$ cat src/rtl/spi_seq_pkg.sv
package spi_seq_pkg;

  typedef enum logic [1:0] {
    ST_IDLE  = 2'd0,
    ST_LEAD  = 2'd1,
    ST_XFER  = 2'd2,
    ST_TRAIL = 2'd3
  } seq_state_e;

endpackage

$ cat src/rtl/spi_seq_delay_calc.sv
module spi_seq_delay_calc #(
  parameter int LEAD_W     = 7,
  parameter int TRAIL_W    = 8,
  parameter int BAUD_W     = 8,
  parameter int CNT_W      = 15,
  parameter int STD_TRAIL  = 17,
  parameter int TRAIL_MULT = 32,
  parameter int ZERO_TRAIL = 8192
) (
  input  logic               lead_en_i,
  input  logic               trail_sel_i,
  input  logic [LEAD_W-1:0]  lead_cnt_i,
  input  logic [TRAIL_W-1:0] trail_cnt_i,
  input  logic [BAUD_W-1:0]  baud_div_i,
  output logic [CNT_W-1:0]   half_cyc_o,
  output logic [CNT_W-1:0]   lead_cyc_o,
  output logic [CNT_W-1:0]   trail_cyc_o
);

  logic [CNT_W-1:0] half_c;

  always_comb begin
    if (baud_div_i == '0) half_c = CNT_W'(1);
    else                  half_c = CNT_W'(baud_div_i);
  end

  always_comb begin
    if (lead_en_i && (lead_cnt_i != '0)) lead_cyc_o = CNT_W'(lead_cnt_i);
    else                                 lead_cyc_o = half_c;
  end

  always_comb begin
    if (!trail_sel_i)              trail_cyc_o = CNT_W'(STD_TRAIL);
    else if (trail_cnt_i == '0)    trail_cyc_o = CNT_W'(ZERO_TRAIL);
    else                           trail_cyc_o = CNT_W'(TRAIL_MULT) * CNT_W'(trail_cnt_i);
  end

  assign half_cyc_o = half_c;

endmodule

$ cat src/rtl/spi_seq_timer.sv
module spi_seq_timer #(
  parameter int CNT_W = 15
) (
  input  logic             clk,
  input  logic             rst,
  input  logic             load_i,
  input  logic [CNT_W-1:0] load_val_i,
  output logic             zero_o
);

  logic [CNT_W-1:0] cnt_q;

  always_ff @(posedge clk) begin
    if (rst) begin
      cnt_q <= '0;
    end else if (load_i) begin
      cnt_q <= load_val_i - CNT_W'(1);
    end else if (cnt_q != '0) begin
      cnt_q <= cnt_q - CNT_W'(1);
    end
  end

  assign zero_o = (cnt_q == '0);

endmodule

$ cat src/rtl/spi_seq_shifter.sv
module spi_seq_shifter #(
  parameter int WORD_W = 8
) (
  input  logic              clk,
  input  logic              rst,
  input  logic              load_i,
  input  logic [WORD_W-1:0] tx_word_i,
  input  logic              advance_i,
  input  logic              sample_i,
  input  logic              miso_i,
  output logic              mosi_o,
  output logic [WORD_W-1:0] rx_word_o
);

  logic [WORD_W-1:0] tx_sh_q;
  logic [WORD_W-1:0] rx_sh_q;

  always_ff @(posedge clk) begin
    if (rst) begin
      tx_sh_q <= '0;
    end else if (load_i) begin
      tx_sh_q <= tx_word_i;
    end else if (advance_i) begin
      tx_sh_q <= {tx_sh_q[WORD_W-2:0], 1'b0};
    end
  end

  always_ff @(posedge clk) begin
    if (rst) begin
      rx_sh_q <= '0;
    end else if (sample_i) begin
      rx_sh_q <= {rx_sh_q[WORD_W-2:0], miso_i};
    end
  end

  assign mosi_o    = tx_sh_q[WORD_W-1];
  assign rx_word_o = rx_sh_q;

endmodule

$ cat src/rtl/spi_xfer_sequencer.sv
module spi_xfer_sequencer
  import spi_seq_pkg::*;
#(
  parameter int WORD_W     = 8,
  parameter int LEAD_W     = 7,
  parameter int TRAIL_W    = 8,
  parameter int BAUD_W     = 8,
  parameter int STD_TRAIL  = 17,
  parameter int TRAIL_MULT = 32,
  parameter int ZERO_TRAIL = 8192
) (
  input  logic               clk,
  input  logic               rst,
  input  logic               start_i,
  input  logic               lead_en_i,
  input  logic               trail_sel_i,
  input  logic [LEAD_W-1:0]  lead_cnt_i,
  input  logic [TRAIL_W-1:0] trail_cnt_i,
  input  logic [BAUD_W-1:0]  baud_div_i,
  input  logic [WORD_W-1:0]  tx_word_i,
  input  logic               miso_i,
  output logic               cs_n_o,
  output logic               sclk_o,
  output logic               mosi_o,
  output logic               busy_o,
  output logic               done_o,
  output logic [WORD_W-1:0]  rx_word_o
);

  localparam int CNT_W = $clog2(ZERO_TRAIL + TRAIL_MULT * (2 ** TRAIL_W)
                                + (2 ** BAUD_W) + (2 ** LEAD_W) + STD_TRAIL);
  localparam int BIT_W = $clog2(WORD_W + 1);
  localparam logic [BIT_W-1:0] LAST_BIT = BIT_W'(WORD_W - 1);

  seq_state_e       state_q;
  logic             sclk_q;
  logic             cs_n_q;
  logic             busy_q;
  logic             done_q;
  logic [WORD_W-1:0] rx_out_q;
  logic [CNT_W-1:0] half_q;
  logic [CNT_W-1:0] trail_q;
  logic [BIT_W-1:0] bit_q;

  logic [CNT_W-1:0] half_c;
  logic [CNT_W-1:0] lead_c;
  logic [CNT_W-1:0] trail_c;

  logic             tmr_load;
  logic [CNT_W-1:0] tmr_val;
  logic             tmr_zero;

  logic             sh_load;
  logic             sh_advance;
  logic             sh_sample;
  logic             sh_mosi;
  logic [WORD_W-1:0] sh_rx;

  logic             accept;
  logic             lead_end;
  logic             high_end;
  logic             low_end;
  logic             last_bit;

  spi_seq_delay_calc #(
    .LEAD_W     (LEAD_W),
    .TRAIL_W    (TRAIL_W),
    .BAUD_W     (BAUD_W),
    .CNT_W      (CNT_W),
    .STD_TRAIL  (STD_TRAIL),
    .TRAIL_MULT (TRAIL_MULT),
    .ZERO_TRAIL (ZERO_TRAIL)
  ) u_calc (
    .lead_en_i   (lead_en_i),
    .trail_sel_i (trail_sel_i),
    .lead_cnt_i  (lead_cnt_i),
    .trail_cnt_i (trail_cnt_i),
    .baud_div_i  (baud_div_i),
    .half_cyc_o  (half_c),
    .lead_cyc_o  (lead_c),
    .trail_cyc_o (trail_c)
  );

  spi_seq_timer #(
    .CNT_W (CNT_W)
  ) u_timer (
    .clk        (clk),
    .rst        (rst),
    .load_i     (tmr_load),
    .load_val_i (tmr_val),
    .zero_o     (tmr_zero)
  );

  spi_seq_shifter #(
    .WORD_W (WORD_W)
  ) u_shift (
    .clk       (clk),
    .rst       (rst),
    .load_i    (sh_load),
    .tx_word_i (tx_word_i),
    .advance_i (sh_advance),
    .sample_i  (sh_sample),
    .miso_i    (miso_i),
    .mosi_o    (sh_mosi),
    .rx_word_o (sh_rx)
  );

  // Event decode for the current cycle
  assign accept   = (state_q == ST_IDLE) && start_i;
  assign lead_end = (state_q == ST_LEAD) && tmr_zero;
  assign high_end = (state_q == ST_XFER) && tmr_zero && sclk_q;
  assign low_end  = (state_q == ST_XFER) && tmr_zero && !sclk_q;
  assign last_bit = (bit_q == LAST_BIT);

  always_comb begin
    tmr_load = 1'b0;
    tmr_val  = half_q;
    if (accept) begin
      tmr_load = 1'b1;
      tmr_val  = lead_c;
    end else if (lead_end || high_end) begin
      tmr_load = 1'b1;
      tmr_val  = half_q;
    end else if (low_end) begin
      tmr_load = 1'b1;
      tmr_val  = last_bit ? trail_q : half_q;
    end
  end

  assign sh_load    = accept;
  assign sh_advance = high_end && !last_bit;
  assign sh_sample  = lead_end || (low_end && !last_bit);

  always_ff @(posedge clk) begin
    if (rst) begin
      state_q  <= ST_IDLE;
      sclk_q   <= 1'b0;
      cs_n_q   <= 1'b1;
      busy_q   <= 1'b0;
      done_q   <= 1'b0;
      rx_out_q <= '0;
      half_q   <= CNT_W'(1);
      trail_q  <= CNT_W'(STD_TRAIL);
      bit_q    <= '0;
    end else begin
      done_q <= 1'b0;
      unique case (state_q)
        ST_IDLE: begin
          if (start_i) begin
            state_q <= ST_LEAD;
            cs_n_q  <= 1'b0;
            busy_q  <= 1'b1;
            half_q  <= half_c;
            trail_q <= trail_c;
            bit_q   <= '0;
          end
        end
        ST_LEAD: begin
          if (tmr_zero) begin
            state_q <= ST_XFER;
            sclk_q  <= 1'b1;
          end
        end
        ST_XFER: begin
          if (tmr_zero) begin
            if (sclk_q) begin
              sclk_q <= 1'b0;
            end else if (last_bit) begin
              cs_n_q  <= 1'b1;
              state_q <= ST_TRAIL;
            end else begin
              sclk_q <= 1'b1;
              bit_q  <= bit_q + BIT_W'(1);
            end
          end
        end
        ST_TRAIL: begin
          if (tmr_zero) begin
            state_q  <= ST_IDLE;
            busy_q   <= 1'b0;
            done_q   <= 1'b1;
            rx_out_q <= sh_rx;
          end
        end
        default: state_q <= ST_IDLE;
      endcase
    end
  end

  assign cs_n_o    = cs_n_q;
  assign sclk_o    = sclk_q;
  assign mosi_o    = sh_mosi;
  assign busy_o    = busy_q;
  assign done_o    = done_q;
  assign rx_word_o = rx_out_q;

endmodule

$ cat config.mk
export PLATFORM = sky130hd
export DESIGN_NAME = spi_xfer_sequencer
export DESIGN_NICKNAME = d
export VERILOG_FILES = /design/src/rtl/spi_seq_pkg.sv /design/src/rtl/spi_seq_delay_calc.sv /design/src/rtl/spi_seq_timer.sv /design/src/rtl/spi_seq_shifter.sv /design/src/rtl/spi_xfer_sequencer.sv
export SDC_FILE = /design/constraint.sdc
export NUM_CORES = 1
export LEC_CHECK = 0
export BUFFER_PORTS_ARGS = -buffer_cell sky130_fd_sc_hd__buf_4
export CAP_MARGIN = 20
export CORE_ASPECT_RATIO = 0.75
export CORE_MARGIN = 2
export CORE_UTILIZATION = 57
export DETAILED_ROUTE_END_ITERATION = 7
export PLACE_DENSITY = 0.84
export SYNTH_ARGS = -nofsm -noshare
export SYNTH_HDL_FRONTEND = slang
export SYNTH_SLANG_ARGS = --single-unit
$ cat constraint.sdc
create_clock -name clk -period 3.5 [get_ports clk]
set_clock_uncertainty 0.2 [all_clocks]
set_input_delay 0.35 -clock clk [delete_from_list [all_inputs] [get_ports clk]]
set_output_delay 0.35 -clock clk [all_outputs]
set_load 0.05 [all_outputs]
==> impl_results.md <==
- Main synth FF type: dfxtp_1
- Stages on worst setup path: 11
- F_max: 317 MHz
- Worst endpoint required time: 3520 ps
- Power Density: 808 mW/mm^2
- Vias: 3287
- Die height: 71.7 um
- First-pass GRT wire length: 14.0 mm
- Fin crit share: 90.1%
- CTS tree: built
- Mean post-synth cell area: 8.44 um^2
- Share of power burned in registers: 30.6%
- Wire length on met1: 4.04 mm
- # diodes: 0
- Largest net degree at the start of global routing: 54
- CTS max path bufs: 2
- Placed Cells: 518
- DR WL/cell: 16.6 um
- VDD IR-drop max: 0.398 mV
- Die W: 94.2 um
- Worst setup SP type: flop
- Yosys reg bits: 67
- Critical-path top delay cell: ha_1
- Remaining Overflow, GRT: 0
- Hold depth: 3
- Post-synth cell types: 71
- Vias in the first global route: 2793
- GPL Wtd Cong: 0.949
- Net Switching: 0.00139 W
- Root buffer cell: clkbuf_8
- Clock Power Share: 24.0%
- Reg clk slew, reported paths: 80 ps
- Combinational power share: 45.4%
- Area contributors post-synth: dfxtp_1 (39%), nand2_1 (6.2%), nor2_1 (5.6%)
- Fillers: 477
- RSZ-0062 raised after global routing: false
- Crit end category: flop
- Hold Buf Count CTS: 0
- Cell internal pwr: 0.00193 W
- WHS: 31.6 ps
- IO Port Bufs: 49
- WS Path Type: flop to flop
- Max_slew headroom: 40.1%
- Worst slew pin tran: 896 ps
- Nets: 494
- Multi-input gate area: 0.00199 mm^2
- Yosys warning count: 0
- Worst-path cell chain: inv_1, ha_1, nor3b_4, a21oi_1, a211oi_1, or2_2, ha_1, o221ai_2, or4_1, o21ai_0, a21oi_1
- Status: finished clean
- Final-report max-slew violation count: 0
- Final hold vios: 0
- Synth top area share: 38.6%
- Final setup violation count: 0
- I/O pin count: 50
- Core Footprint: 0.00586 mm^2
- Ys async rst share: 0%
- CP Buf/Inv Count: 1
- Skew-Pair Late Insertion Delay: 360 ps
- Clock Sinks: 67
- Cell area after synthesis: 0.00348 mm^2
- Drt drc: 0
- Fin Setup TNS: 0 ps
- Antenna viol nets, final: 0
- Initial antenna violation count: 0
- Minimum clock period after layout: 3150 ps
- Min-delay worst type: primary input to flop
- Layout cells sized above 1: 22.1%
- Routed wl met2: 3.80 mm
- P_leak: 1.56 nW
- 1st-iter DRT viols: 273
- Worst Reg-to-Reg Cells: 11
- Synth-to-Final Area Change: 18.3%
- Post-CTS Setup Repair Bufs: 0
- Drt total wl: 8.85 mm
- MaxCap Viol Count: 0
- Worst path max stage delay: 450 ps
- Register area: 0.00134 mm^2
- Sw frac: 41.8%
- Pwr Total: 0.00332 W
- Dominant cell type by area after synthesis: dfxtp_1
- Largest fanout on the critical path: 16
- Synth Net Count: 455
- Die Footprint: 0.00675 mm^2
- Top sig layer: met4
- Starting Density: 59.4%
- Post-synth EDFFs: 0
- Tot GR Track Use: 27.1%
- Post-synthesis instance total: 412
- Met3 wire len: 848 um
- Crit path DAT: 3180 ps
- Layout Cells excl Fill: 534
- Row Count: 24
- First-pass DRT Iterations: 5
- H-tree Lvls: 3
- Resize count post-CTS: 0
- Family with the most delay on the worst path: simple AND/OR/NAND/NOR gates
- DP HPWL: 6.10 mm
- Final core utilization: 70.3%
- CTS buffer count: 9
- Vias per cell: 6.16
- Seq/Total Area, Yosys: 38.6%
-- stage by stage --
step | instance area (um^2) | worst slack (ps)
floorplan | 3480 | 670
detailed placement | 3870 | 362
global placement | 3870 | 476
finish | 4120 | 345
global route | 4120 | 51.3
CTS | 4120 | 381
-- cell families (layout without fill, tap and decap cells) --
group	after synthesis	after routing	synth area share, %
AND/OR/NAND/NOR	180	180	26.9
AO/OA/AOI/OAI	106	106	22.6
XOR/XNOR	5	5	1.26
flip-flops	67	67	38.6
buffers and inverters	33	77	4.14
adder cells (fa/ha/maj)	6	6	2.16
multiplexers	15	15	4.42
-- worst paths after layout --
check / from / to / slack, ps
setup / recovery: state_q[0]$_SDFFE_PP0P_ / u_timer.cnt_q[8]$_SDFFE_PP0P_ / 350
hold / removal: miso_i / u_shift.rx_word_o[0]$_SDFFE_PP0P_ / 30
setup reg to reg: state_q[0]$_SDFFE_PP0P_ / u_timer.cnt_q[8]$_SDFFE_PP0P_ / 350
hold reg to reg: trail_q[13]$_SDFFE_PP0P_ / trail_q[13]$_SDFFE_PP0P_ / 260
-- cells in the mapped netlist, types with 2 or more instances --
cell and count:
dfxtp_1 67, nand2_1 57, nor2_1 52, a21oi_1 37, nand3_1 20, clkbuf_1 14
mux2i_1 12, o21ai_0 10, a311oi_1 8, a31oi_1 7, buf_2 7, nor3_1 7
a221oi_1 6, ha_1 6, inv_1 6, a211oi_1 5, o31ai_1 5, or2_2 5
buf_1 4, nor4_1 4, a21o_1 3, mux2_1 3, nand2b_1 3, nor4_4 3
xnor2_1 3, a22oi_1 2, a311o_1 2, and3_1 2, nand2_2 2, nand3b_1 2
nand4_1 2, nand4b_1 2, nor2b_1 2, nor3b_1 2, nor4_2 2, o21ai_1 2
xor2_1 2
-- layout make-up --
type / instances / area share (%)
clock buffers: 10 / 3.34
clock inverters: 6 / 2.71
multi-input cells: 312 / 48.4
flip-flops and latches: 67 / 32.6
well taps: 78 / 2.37
repair buffers: 55 / 10.0
inverters: 6 / 0.547
-- state kept, by name, summed over array words and instances (netlist names) --
register,flops
u_shift.tx_sh_q,8
state_q,2
u_shift.rx_word_o,8
busy_o,1
trail_q,10
rx_word_o,8
u_timer.cnt_q,15
half_q,8
cs_n_o,1
done_o,1
bit_q,4
sclk_o,1
-- cells in the final DEF (no fill, tap or decap), drive strengths merged, types with 5 or more instances in the layout --
master,instances
dfxtp,67
nand2,59
buf,55
nor2,54
a21oi,38
nand3,21
mux2i,12
o21ai,12
clkbuf,10
nor4,9
a311oi,8
nor3,7
a31oi,7
inv,7
a221oi,7
ha,6
a211oi,6
or2,5
o31ai,5
-- power groups by stage --
| stage | Clock [W] | Sequential, W | Combinational (W) |
|---|---|---|---|
| floorplan | 0 | 0.00105 | 0.00112 |
| global placement | 0 | 0.00102 | 0.00142 |
| detailed placement | 0 | 0.00103 | 0.00147 |
| CTS | 0.000811 | 0.00101 | 0.00149 |
| global route | 0.000842 | 0.00103 | 0.00164 |
| finish | 0.000799 | 0.00102 | 0.00151 |
-- worst min-delay path, cell delays in order --
cell and delay (ps):
buf_4 80, mux2i_1 60, nor2_1 70
-- layer usage --
layer | vias up | track usage [%]
met2 | 166 | 39.4
met4 | 0 | 8.86
li1 | 1576 | -
met1 | 1526 | 38.4
met3 | 19 | 8.20
met5 | - | 0
Power figures use the tool's default switching activity.
